[src/rtl/memEaPkg.sv]
package memEaPkg;
  localparam int INSTR_W = 32;

  localparam logic [3:0] MODE_BASE      = 4'd4;
  localparam logic [3:0] MODE_IPREL     = 4'd5;
  localparam logic [3:0] MODE_RESERVED  = 4'd6;
  localparam logic [3:0] MODE_BASE_IDX  = 4'd7;
  localparam logic [3:0] MODE_DISP      = 4'd12;
  localparam logic [3:0] MODE_DISP_BASE = 4'd13;
  localparam logic [3:0] MODE_DISP_IDX  = 4'd14;
  localparam logic [3:0] MODE_DISP_ALL  = 4'd15;

  typedef struct packed {
    logic       useShort;
    logic       useBase;
    logic       useIndex;
    logic       useDisp;
    logic       useIp;
    logic       invalid;
    logic [2:0] shiftAmt;
  } eaStrobes_t;
endpackage

[src/rtl/memEaCtrl.sv]
module memEaCtrl
  import memEaPkg::*;
#(
  parameter int MAX_SHIFT = 4
) (
  input  logic                clk,
  input  logic                rstN,
  input  logic                inValid,
  input  logic [INSTR_W-1:0]  instrWord,
  output eaStrobes_t          strb
);
  logic [3:0] mode;
  logic [2:0] scaleCode;
  logic [1:0] rsvdBits;
  logic       longForm;
  logic       badLong;

  assign mode      = instrWord[13:10];
  assign scaleCode = instrWord[9:7];
  assign rsvdBits  = instrWord[6:5];
  assign longForm  = mode[2];
  assign badLong   = (int'(scaleCode) > MAX_SHIFT) || (rsvdBits != 2'b00)
                     || (mode == MODE_RESERVED);

  always_comb begin
    strb = '0;
    strb.shiftAmt = scaleCode;
    if (!longForm) begin
      strb.useShort = 1'b1;
      strb.useBase  = mode[3];
    end else if (badLong) begin
      strb.invalid  = 1'b1;
    end else begin
      unique case (mode)
        MODE_BASE:      strb.useBase = 1'b1;
        MODE_IPREL:     begin strb.useDisp = 1'b1; strb.useIp = 1'b1; end
        MODE_BASE_IDX:  begin strb.useBase = 1'b1; strb.useIndex = 1'b1; end
        MODE_DISP:      strb.useDisp = 1'b1;
        MODE_DISP_BASE: begin strb.useDisp = 1'b1; strb.useBase = 1'b1; end
        MODE_DISP_IDX:  begin strb.useDisp = 1'b1; strb.useIndex = 1'b1; end
        MODE_DISP_ALL:  begin strb.useDisp = 1'b1; strb.useBase = 1'b1;
                              strb.useIndex = 1'b1; end
        default:        strb.invalid = 1'b1;
      endcase
    end
  end


  scale_limit_chk: assert property (@(posedge clk) disable iff (!rstN)
    (inValid && strb.useIndex) |-> (int'(strb.shiftAmt) <= MAX_SHIFT));


  rsvd_bits_chk: assert property (@(posedge clk) disable iff (!rstN)
    (inValid && instrWord[12] && (instrWord[6:5] != 2'b00)) |-> strb.invalid);


  short_valid_chk: assert property (@(posedge clk) disable iff (!rstN)
    (inValid && !instrWord[12]) |-> (!strb.invalid && strb.useShort));
endmodule

[src/rtl/memEaDatapath.sv]
module memEaDatapath
  import memEaPkg::*;
#(
  parameter int ADDR_W  = 32,
  parameter int REG_W   = 5,
  parameter int IP_BIAS = 8
) (
  input  logic                clk,
  input  logic                rstN,
  input  logic                inValid,
  input  logic [INSTR_W-1:0]  instrWord,
  input  logic [ADDR_W-1:0]   dispWord,
  input  logic [ADDR_W-1:0]   instrAddr,
  input  logic [ADDR_W-1:0]   baseRegData,
  input  logic [ADDR_W-1:0]   indexRegData,
  input  eaStrobes_t          strb,
  output logic                outValid,
  output logic [ADDR_W-1:0]   effAddr,
  output logic [REG_W-1:0]    dataReg,
  output logic                invalidMode
);
  localparam int OFFSET_W = 12;

  logic [ADDR_W-1:0] shortTerm, baseTerm, indexTerm, dispTerm, ipTerm, sum;

  assign shortTerm = strb.useShort ? ADDR_W'(instrWord[OFFSET_W-1:0]) : '0;
  assign baseTerm  = strb.useBase  ? baseRegData : '0;
  assign indexTerm = strb.useIndex ? (indexRegData << strb.shiftAmt) : '0;
  assign dispTerm  = strb.useDisp  ? dispWord : '0;
  assign ipTerm    = strb.useIp    ? (instrAddr + ADDR_W'(IP_BIAS)) : '0;
  assign sum       = shortTerm + baseTerm + indexTerm + dispTerm + ipTerm;

  always_ff @(posedge clk) begin
    if (!rstN) begin
      outValid    <= 1'b0;
      effAddr     <= '0;
      dataReg     <= '0;
      invalidMode <= 1'b0;
    end else begin
      outValid <= inValid;
      if (inValid) begin
        effAddr     <= strb.invalid ? '0 : sum;
        dataReg     <= instrWord[23:19];
        invalidMode <= strb.invalid;
      end
    end
  end


  valid_follow_chk: assert property (@(posedge clk) disable iff (!rstN)
    inValid |=> outValid);

  valid_drop_chk: assert property (@(posedge clk) disable iff (!rstN)
    !inValid |=> !outValid);

  data_reg_chk: assert property (@(posedge clk) disable iff (!rstN)
    inValid |=> (dataReg == $past(instrWord[23:19])));

  zero_on_invalid_chk: assert property (@(posedge clk) disable iff (!rstN)
    (outValid && invalidMode) |-> (effAddr == '0));

  mode_six_chk: assert property (@(posedge clk) disable iff (!rstN)
    (inValid && instrWord[13:10] == MODE_RESERVED) |=> invalidMode);
endmodule

[src/rtl/memEaGen.sv]
module memEaGen
  import memEaPkg::*;
#(
  parameter int ADDR_W    = 32,
  parameter int REG_W     = 5,
  parameter int IP_BIAS   = 8,
  parameter int MAX_SHIFT = 4
) (
  input  logic               clk,
  input  logic               rstN,
  input  logic               inValid,
  input  logic [31:0]        instrWord,
  input  logic [ADDR_W-1:0]  dispWord,
  input  logic [ADDR_W-1:0]  instrAddr,
  output logic [REG_W-1:0]   baseRegAddr,
  output logic [REG_W-1:0]   indexRegAddr,
  input  logic [ADDR_W-1:0]  baseRegData,
  input  logic [ADDR_W-1:0]  indexRegData,
  output logic               outValid,
  output logic [ADDR_W-1:0]  effAddr,
  output logic [REG_W-1:0]   dataReg,
  output logic               invalidMode
);
  eaStrobes_t strb;

  assign baseRegAddr  = instrWord[18:14];
  assign indexRegAddr = instrWord[4:0];

  memEaCtrl #(.MAX_SHIFT(MAX_SHIFT)) ctrl (
    .clk(clk), .rstN(rstN), .inValid(inValid), .instrWord(instrWord), .strb(strb)
  );

  memEaDatapath #(.ADDR_W(ADDR_W), .REG_W(REG_W), .IP_BIAS(IP_BIAS)) dp (
    .clk(clk), .rstN(rstN), .inValid(inValid), .instrWord(instrWord),
    .dispWord(dispWord), .instrAddr(instrAddr), .baseRegData(baseRegData),
    .indexRegData(indexRegData), .strb(strb), .outValid(outValid),
    .effAddr(effAddr), .dataReg(dataReg), .invalidMode(invalidMode)
  );
endmodule

[config.mk]
export PLATFORM = sky130hd
export DESIGN_NAME = memEaGen
export DESIGN_NICKNAME = d
export VERILOG_FILES = /design/src/rtl/memEaPkg.sv /design/src/rtl/memEaCtrl.sv /design/src/rtl/memEaDatapath.sv /design/src/rtl/memEaGen.sv
export SDC_FILE = /design/constraint.sdc
export NUM_CORES = 1
export LEC_CHECK = 0
export BUFFER_PORTS_ARGS = -buffer_cell sky130_fd_sc_hd__buf_2
export CAP_MARGIN = 20
export CORE_ASPECT_RATIO = 0.6
export CORE_UTILIZATION = 59
export DETAILED_ROUTE_END_ITERATION = 16
export MAX_ROUTING_LAYER = met4
export PLACE_DENSITY = 0.87
export RECOVER_POWER = 100
export SETUP_SLACK_MARGIN = 0.3
export SYNTH_ARGS = -nofsm -noshare
export SYNTH_HDL_FRONTEND = slang
export SYNTH_SLANG_ARGS = --single-unit
[constraint.sdc]
create_clock -name clk -period 16.3 [get_ports clk]
set_input_delay 0.815 -clock clk [delete_from_list [all_inputs] [get_ports clk]]
set_output_delay 0.815 -clock clk [all_outputs]
set_load 0.03 [all_outputs]
Word-level counts from Yosys, hierarchy flattened
Cells that the tools add are included.

Add/sub/neg operators: 5. $lt $le $gt $ge: 1. Eq/ne operators: 8. Shifts and indexed selects: 1. Mux-type cells: 15. Reduce and logical (&&, ||, !) cells: 7.

Operators by type and width (count): 32-bit 2-to-1 mux (5); 32-bit adder (4); 32-bit by 4-bit adder with 32-bit output (second input constant) (1); 32-bit by 3-bit << shifter with 32-bit output (1); 4-bit by 3-bit equality test with 1-bit output (second input constant) (4); 4-bit equality test (second input constant) (4); 12-bit 2-to-1 mux (1); 4-bit 2-to-1 mux (2); 1-bit 2-to-1 mux (7); 7-bit OR reduction (1); 5-bit OR reduction (1); 4-bit OR reduction (1); 3-bit > comparator (second input constant) (1); 3-bit OR reduction (1); 1-bit logical OR (2); 2-bit nonzero test (1).

Register bits after elaboration: 39. Output and inout port bits: 49.

Longest topological paths before layout
Gate-level depths: netlist (run 1).

Depth after elaboration: 11. Depth in mapped cells: 23. Gate-level depth less buffers: 20.

Modules after synthesis
A second synthesis (run 1) with hierarchy kept.

Cell total of the unflattened synthesis: 892. Area, all modules: 7494.7 µm².

By module, submodules not included: memEaDatapath (instances 1, cells each 863, area each 7302.0 µm², seq. area each 780.7 µm²); memEaCtrl (instances 1, cells each 19, area each 117.6 µm², seq. area each 0.0 µm²); memEaGen (instances 1, cells each 10, area each 75.1 µm², seq. area each 0.0 µm²).

Least setup slack after synthesis (run 1)
OpenSTA, ideal clock, no wires.

Kind: input port to flip-flop. Start: in instrWord[8]. End: reg dp.effAddr[21]. Setup time: 0.117 ns. Data arrival time: 5.914 ns. Slack: 10.269 ns. Stages: 21. Path buffers: 3. Cell sequence: buf_2 > buf_1 > buf_2 > mux2i_1 > nor2_1 > a31oi_1 > nor3_1 > fa_1 > fa_1 > inv_1 > fa_1 > inv_1 > fa_1 > a211oi_2 > nor2_1 > o31ai_2 > a31oi_1 > o21a_1 > o211a_1 > or3_1 > a32o_1.

Word-level cells in the longest chain between the ends: 11. Elaborated cells between the ends (all ways): 18.

RTL lines: from (decl) (RTL line memEaGen.sv:12) `input logic [31:0] instrWord,`; 3-bit > comparator (RTL line memEaCtrl.sv:22) `assign badLong = (int'(scaleCode) > MAX_SHIFT) || (rsvdBits != 2'b00)`; 1-bit logical OR (RTL line memEaCtrl.sv:22); 1-bit logical OR (RTL line memEaCtrl.sv:23) `|| (mode == MODE_RESERVED);`; 4-bit 2-to-1 mux (RTL line memEaCtrl.sv:31) `end else if (badLong) begin`; 1-bit 2-to-1 mux (RTL line memEaCtrl.sv:28) `if (!longForm) begin`; 32-bit 2-to-1 mux (RTL line memEaDatapath.sv:27) `assign baseTerm = strb.useBase ? baseRegData : '0;`; 32-bit adder (4 in series) (RTL line memEaDatapath.sv:31) `assign sum = shortTerm + baseTerm + indexTerm + dispTerm + ipTerm;`; 32-bit 2-to-1 mux (*) (RTL line memEaDatapath.sv:42) `effAddr <= strb.invalid ? '0 : sum;`; to (signal assigned) (RTL line memEaDatapath.sv:42); to (decl) (RTL line memEaDatapath.sv:18) `output logic [ADDR_W-1:0] effAddr,`.

Mark *: on every way between the ends. The rest lies on a longest branch, timed or not. A chain may end at the register's enable or synchronous reset.

Worst setup path after layout (run 1)
Start: in instrWord[8]. End: reg dp.effAddr[29].

Same word-level chain as after synthesis.

==> results of run 1 <==
## cells by family (layout without fill, tap and decap cells)
group / after synthesis / in the layout / synth area share
other cells: 0 / 2 / 0
fa+ha+maj: 125 / 125 / 0.287
buf+inv: 123 / 276 / 0.0708
xor+xnor: 47 / 47 / 0.0579
compound gates: 166 / 166 / 0.154
flops: 39 / 39 / 0.106
mux: 42 / 42 / 0.0804
simple gates: 351 / 351 / 0.244
## state kept, by name, summed over array words and instances (netlist names)
name / count
dp.invalidMode: 1
dp.effAddr: 32
dp.outValid: 1
dp.dataReg: 5
## worst paths after layout
| path | to |
|---|---|
| max | dp.effAddr[29] |
| min | dp.effAddr[16] |
| max reg2reg | dp.effAddr[13] |
| min reg2reg | dp.effAddr[16] |
## placed cells by master, fill, tap and decap left out, types with 23 or more instances in the layout
master / instances
fa_1: 73
a21oi_1: 49
mux2i_1: 23
nor2b_1: 23
inv_1: 71
buf_2: 147
and2_1: 70
ha_1: 52
o21ai_0: 30
xnor2_1: 24
clkbuf_1: 46
dfxtp_1: 39
nand2_1: 107
nor2_1: 51
## layer usage
metal | vias up | part of all wire
met5 | - | 0
met4 | 0 | 0.0082
met3 | 18 | 0.072
met2 | 336 | 0.45
met1 | 3330 | 0.47
li1 | 3358 | -
## cell type report
class                      instances  area share
antenna                            2    0.000596
clock buffer                       5      0.0149
clock inverter                     3     0.00521
inverter                          72      0.0322
multi-input combinational        731       0.719
sequential                        39      0.0930
tap                              165      0.0246
timing repair buffer             196       0.111
## critical path: cells and delay by family
family / cells / cell delay, ps
adders and majority gates: 5 / 2340
AOI/OAI and AO/OA: 7 / 2290
and+or+nand+nor: 5 / 1730
buffers and inverters: 3 / 1630
## metrics by stage
step	instance area, um2	cells	util	total power [uW]
floorplan	7350	893	-	211
global placement	8300	1202	0.686	256
detailed placement	8310	1203	0.686	258
CTS	8470	1211	0.700	370
global route	8400	1212	0.694	392
finish	8400	1213	0.694	368
## cell usage after synthesis (8+ instances only)
cell	number	area (um2)
a211oi_1	12	90.1
a21o_1	14	105
a21oi_1	49	245
a22o_1	10	87.6
and2_1	76	475
and3_1	8	50.1
buf_4	10	75.1
clkbuf_1	29	109
dfxtp_1	39	781
fa_1	73	1460
ha_1	52	651
inv_1	71	267
mux2i_1	23	230
mux4_2	13	293
nand2_1	107	402
nand3_1	22	110
nand4_1	9	56.3
nor2_1	51	191
nor2b_1	23	144
nor3_1	15	75.1
nor3b_1	9	67.6
o21ai_0	29	145
xnor2_1	24	210
xor2_1	22	193
## power by group through the flow
stage / Combinational (uW) / Sequential [uW] / Clock [uW]
4_1_cts: 155 / 103 / 113
3_3_place_gp: 151 / 105 / 0
5_1_grt: 172 / 103 / 117
3_5_place_dp: 154 / 105 / 0
6_report: 154 / 103 / 111
2_1_floorplan: 97.5 / 114 / 0
==> summary.txt, run 1 <==
Floorplanning
  • Core area: approximately 0.012 mm2
  • Die width: roughly 150 um
  • Die height: 88.4 um
  • Site row count: 31
  • IO Count: 212
  • Initial Utilization: 0.607
  • Die area: 0.0129 mm2

Synth
  • Yosys cell types: 62
  • Syn nets: 1,181
  • Ys async rst share: 0
  • Post-synthesis instance total: 893
  • Register area share after synthesis: 0.106
  • Synthesized cell area: around 0.0073 mm2
  • Post-synth EDFFs: 0
  • Post-synth top flop: dfxtp_1
  • Yosys Warn Count: 0
  • FF+latch count, synth: 39
  • Average size of a mapped cell: 8.23 um2

Clock tree
  • Post-CTS Hold Fix Bufs: 0
  • Post-cts sizing count: 0
  • H-tree Lvls: 2
  • CTS buffer count: 5
  • Root Buffer: clkbuf_16
  • CTS max path bufs: 2
  • CTS tree: built
  • Clk sink count: 39
  • Clock Latency Late Sink: 280 ps
  • Postcts setup bufs: 0
  • Clk slew on worst S/H paths: 60 ps

Setup path
  • Arrival time worst endpoint: 8830 ps
  • Critical Path Fanout Max: 42
  • Worst path slowest cell: clkbuf_1
  • R2R Setup Slk: 15,490 ps
  • CP max stage delay: 1530 ps
  • WS Path Type: in2reg
  • Crit path top cell by count: fa_1
  • Worst r2r path cells: 2
  • R2R Path Start: dp.effAddr[13]
  • WP data required: 16,470 ps
  • Critical path startpoint: instrWord[8]
  • CP startpoint kind: input pin
  • Cell Chain, Critical Path: clkbuf_1, o21ai_0, nand3_1, nand2b_1, nor4_1, fa_1, inv_1, fa_1, fa_1, inv_1, ha_1, fa_1, a211oi_1, nor2_1, o31ai_1, a31oi_1, o21bai_1, a31oi_1, or3_1, a32o_1
  • Worst Setup End Kind: register

Hold path
  • Hold WC Path Type: reg2reg
  • Hold_sp: dp.effAddr[16]
  • Hold path depth: 2

Power
  • Leak: 0.00418 uW
  • Internal power: 236 uW
  • Switching power total: 133 uW
  • Power share of the sequential group: 0.279
  • Peak supply drop: between 0.03 and 0.04 mV
  • Clock power share: 0.303
  • Switch share: 0.360
  • Cell Pwr Density: 43.9 mW/mm2
  • Combinational share of power: 0.418

Layout
  • NumNets Final: ~1.3k
  • Area Growth Syn to Fin: 14.3%
  • Layout fillers: 1,043
  • Area of the multi-input gates: 0.00604 mm2
  • Fraction of layout cells with a size suffix above 1: 0.177
  • Register area: a little under 800 um2

STA
  • Final Cycle Share: 0.531
  • # setup viols final: 0
  • Final Worst Setup Slack: 7640 ps
  • Worst slew pin tran: about 2200 ps
  • Slew Viols, Final: 43
  • Clk_skew: 0 ps
  • Min Tclk post-route: 8660 ps
  • F_max: 115 MHz
  • TNS Setup: 0 ps
  • Normalized max-slew margin: -0.456
  • Hold Vio Cnt, Final: 0
  • Hold_ws: 455 ps
  • RSZ-0062 raised after global routing: no

Placed design
  • Buffers on Ports: around 190
  • Routability cong.: about 0.94
  • Setup WS pre-CTS: 9040 ps
  • Post-DP HPWL: 16.2 mm

Outcome
  • Outcome: finished with violations
  • Failing checks: capacitance limit, slew limit

Routing
  • DR pass1 iterations: 8
  • # DRC: 0
  • Initial DRC Count: 539
  • WL/cell: 16.1 um
  • Vias per cell: between 5 and 6
  • Via Count: 7,042
  • Post-route ant nets: 0
  • Routed WL: 19.6 mm

GRT
  • Grt met2 use: 0.537
  • GRT busiest layer: met2
  • Grt met1 use: 0.432
  • Met3 usage: 0.0485
  • Largest net degree at the start of global routing: 43
  • Vias in the first global route: 6,681
  • First-pass GRT wire length: 32.1 mm
  • Initial antenna violation count: 1
  • Total Routing Usage GR: 0.322
  • Total gr overflow: 0

Flow run
  • Max-cap viol count: 1
(Power assumes the default switching activity.)
==> run 2: changes to the inputs <==
--- a/config.mk
+++ b/config.mk
@@ -5,13 +5,14 @@
 export SDC_FILE = /design/constraint.sdc
 export NUM_CORES = 1
 export LEC_CHECK = 0
+export ABC_AREA = 1
 export BUFFER_PORTS_ARGS = -buffer_cell sky130_fd_sc_hd__buf_2
 export CAP_MARGIN = 20
 export CORE_ASPECT_RATIO = 0.6
-export CORE_UTILIZATION = 59
+export CORE_UTILIZATION = 50
 export DETAILED_ROUTE_END_ITERATION = 16
 export MAX_ROUTING_LAYER = met4
-export PLACE_DENSITY = 0.87
+export PLACE_DENSITY = 0.78
 export RECOVER_POWER = 100
 export SETUP_SLACK_MARGIN = 0.3
 export SYNTH_ARGS = -nofsm -noshare
==> constraint.sdc (replaced) <==
create_clock -name clk -period 7.2 [get_ports clk]
set_input_delay 0.36 -clock clk [delete_from_list [all_inputs] [get_ports clk]]
set_output_delay 0.36 -clock clk [all_outputs]
set_load 0.03 [all_outputs]
==> run 2 against run 1 <==
Net effect:
- the flow now finishes without violations
- non-clock buffer count up 3
- total power up 130%
- final area grew 3.7%
- setup slack worse by 6500 ps
- hold slack got worse by 150 ps
- critical endpoint is now dp.effAddr[23]
==> summary.txt, run 2 <==
Outcome
  • Outcome: completed

Hold path
  • Hold WC Path Type: in2reg
  • WHS Endpoint: dp.dataReg[3]
  • Hold path depth: 3 (+1)
  • Hold_sp: instrWord[22]

Setup path
  • R2R Setup Slk: 6500 ps (-8990 ps)
  • CP max stage delay: 680 ps (-850 ps)
  • Critical path startpoint: instrWord[7]
  • Crit path top cell by count: inv_1
  • Worst path slowest cell: o21ai_0
  • R2R Path End: dp.effAddr[21]
  • R2R Path Start: dp.effAddr[21]
  • Crit-path leading delay family: adder cells
  • Worst r2r path cells: 2 (unchanged)
  • Worst path depth: 25 (+25%)
  • CP startpoint kind: input pin
  • Arrival time worst endpoint: 6220 ps (-2610 ps)
  • WP data required: 7320 ps (-9150 ps)
  • Critical Path Fanout Max: 20 (-52%)
  • WS Path Type: in2reg
  • Crit path buffers/inverters: 6 (+3)
  • Worst Setup End Kind: register

Layout
  • Commonest non-fill, non-tap cell in the layout: nand2_1
  • Finished Cell Area: 0.00871 mm2 (+3.7%)
  • Non-Filler Instances: 1,540 (+27%)
  • Commonest cells after routing, fill and taps aside: nand2_1 (266), inv_1 (191), nor2_1 (150)
  • Fraction of layout cells with a size suffix above 1: 0.154 (-0.0226)
  • Area Growth Syn to Fin: 14.9%
  • NumNets Final: 1,629 (+22%)
  • # diodes: 0 (-2)
  • Top reg by flops: dp.effAddr
  • Biggest regs: dp.effAddr x32, dp.dataReg x5
  • Number of flip-flops under the largest register name: 32 (unchanged)

Routing
  • # DRC: 0 (unchanged)
  • Initial DRC Count: 791 (+47%)
  • WL/cell: 14.3 um (-11%)
  • Vias per cell: 5.32 (-8.4%)
  • Post-route ant nets: 0 (unchanged)
  • Routed WL: 22.1 mm (+13%)
  • DR pass1 iterations: 5 (-3)
  • Via Count: 8,188 (+16%)

Synth
  • Ys async rst share: 0 (unchanged)
  • Most common cell in the netlist: nand2_1
  • Synth Area in Adders: 0.279 (-0.00878)
  • Synth top area share: 0.193 (-0.00608)
  • Post-synthesis simple-gate area fraction: 0.297 (+0.0536)
  • Yosys cell types: 53 (-15%)
  • Synth area leaders: fa_1 (19%), nand2_1 (13%), dfxtp_1 (10%)
  • Synth Area in Compound Gates: 0.178 (+0.0247)
  • Post-synth EDFFs: 0 (unchanged)
  • Post-synthesis xor/xnor area fraction: 0.00809 (-0.0498)
  • FF+latch count, synth: 39 (unchanged)
  • Post-synth top flop: dfxtp_1
  • Average size of a mapped cell: 6.41 um2 (-22%)
  • Syn nets: 1,470 (+24%)
  • Post-synth top cells: nand2_1 (266), inv_1 (189), nor2_1 (150)
  • Yosys Warn Count: 0 (unchanged)
  • Synthesized cell area: 0.00758 mm2 (+3.2%)
  • Yosys top cell by area: fa_1
  • Post-synthesis mux area share: 0.00660 (-0.0738)
  • Register area share after synthesis: 0.103 (-0.00325)
  • Largest family of logic cells by synthesized area: simple AND/OR/NAND/NOR gates
  • Post-synthesis instance total: 1,182 (+32%)

Placed design
  • Dpl cells: 1,532 (+27%)
  • Placed Area: 0.00861 mm2 (+3.6%)
  • Buffers on Ports: 193 (unchanged)
  • Post-DP HPWL: 18.8 mm (+16%)
  • Routability cong.: 0.938 (-0.37%)

Clock tree
  • Post-CTS Hold Fix Bufs: 0 (unchanged)
  • Clk slew on worst S/H paths: 60 ps (about the same)
  • CTS tree: built
  • CTS max path bufs: 2 (unchanged)
  • H-tree Lvls: 2 (unchanged)
  • Clk sink count: 39 (unchanged)
  • Root Buffer: clkbuf_16
  • CTS buffer count: 5 (unchanged)
  • Clock Latency Late Sink: 280 ps (about the same)
  • Postcts setup bufs: 0 (unchanged)
  • Post-cts sizing count: 0 (unchanged)

Power
  • Cell Pwr Density: 97.4 mW/mm2 (+120%)
  • Peak supply drop: 0.128 mV (+230%)
  • Leak: 0.00473 uW (+13%)
  • Final Total Pwr: 848 uW (+130%)

Floorplanning
  • Die area: 0.0157 mm2 (+21%)
  • Core area: 0.0146 mm2 (+21%)
  • Die height: 97.4 um (+10%)
  • IO Count: 212 (unchanged)
  • Die width: 161 um (+10%)
  • Site row count: 34 (+9.7%)
  • Initial Utilization: 0.518 (-0.0892)

STA
  • F_max: approximately 160 MHz
  • TNS Setup: 0 ps (unchanged)
  • Worst slew pin tran: 1080 ps (-1100 ps)
  • RSZ-0062 raised after global routing: no
  • Slew Viols, Final: 0 (-100%)
  • Final Cycle Share: 0.847
  • Hold_ws: 301 ps (-154 ps)
  • Hold Vio Cnt, Final: 0 (unchanged)
  • Clk_skew: 0 ps (unchanged)
  • Normalized max-slew margin: 0.277 (+0.732)
  • Min Tclk post-route: 6100 ps
  • # setup viols final: 0 (unchanged)

GRT
  • Total Routing Usage GR: 0.301 (-0.0207)
  • Total gr overflow: 0 (unchanged)
  • Initial antenna violation count: 0 (-1)
  • Vias in the first global route: 7,589 (+14%)
  • First-pass GRT wire length: 36.9 mm (+15%)
  • Largest net degree at the start of global routing: 38 (-12%)

Flow run
  • Max-cap viol count: 0 (-1)
-- run 2: layout make-up --
cell class | instances | area, um2
fillers | 1523 | 5930
multi-input cells | 899 | 5810
repair buffers | 199 | 955
flip-flops and latches | 39 | 781
inverters | 197 | 739
well taps | 198 | 248
clock buffers | 5 | 125
clock inverters | 3 | 43.8
-- run 2: stage by stage --
step                       util  setup WS (ps)
after floorplan               -           2570
after global placement    0.588           1470
after detailed placement  0.588           1430
after CTS                 0.600           1720
after global routing      0.595            661
final                     0.595           1100
-- run 2: how the worst max path moves through the flow --
stage | end | slack, ps
after floorplan | dp.effAddr[23] | 2570
after global placement | dp.effAddr[23] | 1470
after detailed placement | dp.effAddr[23] | 1430
after CTS | dp.effAddr[23] | 1720
after global routing | dp.effAddr[23] | 660
final | dp.effAddr[23] | 1100
-- run 2: cells by family after synthesis --
kind of cell               Yosys count
DFF                                 39
and+or+nand+nor                    520
xor gates and xnor gates             7
buffers and inverters              244
adders and majority gates          125
AOI/OAI and AO/OA                  242
muxes                                5
-- run 2: worst reg2reg max path: cells and delay by family, from the launching register on --
| family | cells | cell delay [ps] |
|---|---|---|
| compound gates | 1 | 210 |
| simple gates | 1 | 60 |
| flops | 1 | 340 |
-- run 2: power breakdown --
| part | switching [uW] | internal [uW] | leakage, uW | total (uW) |
|---|---|---|---|---|
| sequential | 5.46 | 227 | 0.000318 | 232 |
| clock | 93.0 | 163 | 0.0000838 | 257 |
| combinational | 237 | 122 | 0.00432 | 359 |
| total | 336 | 512 | 0.00473 | 848 |
-- run 2: metal layers --
metal / share of wire / routed length [um] / track usage / vias to the layer above
li1: - / - / - / 4084
met1: 0.49 / 10900 / 0.437 / 3720
met2: 0.41 / 9140 / 0.462 / 365
met3: 0.086 / 1910 / 0.0431 / 19
met4: 0.0060 / 133 / 0.0218 / 0
met5: 0 / 0 / - / -
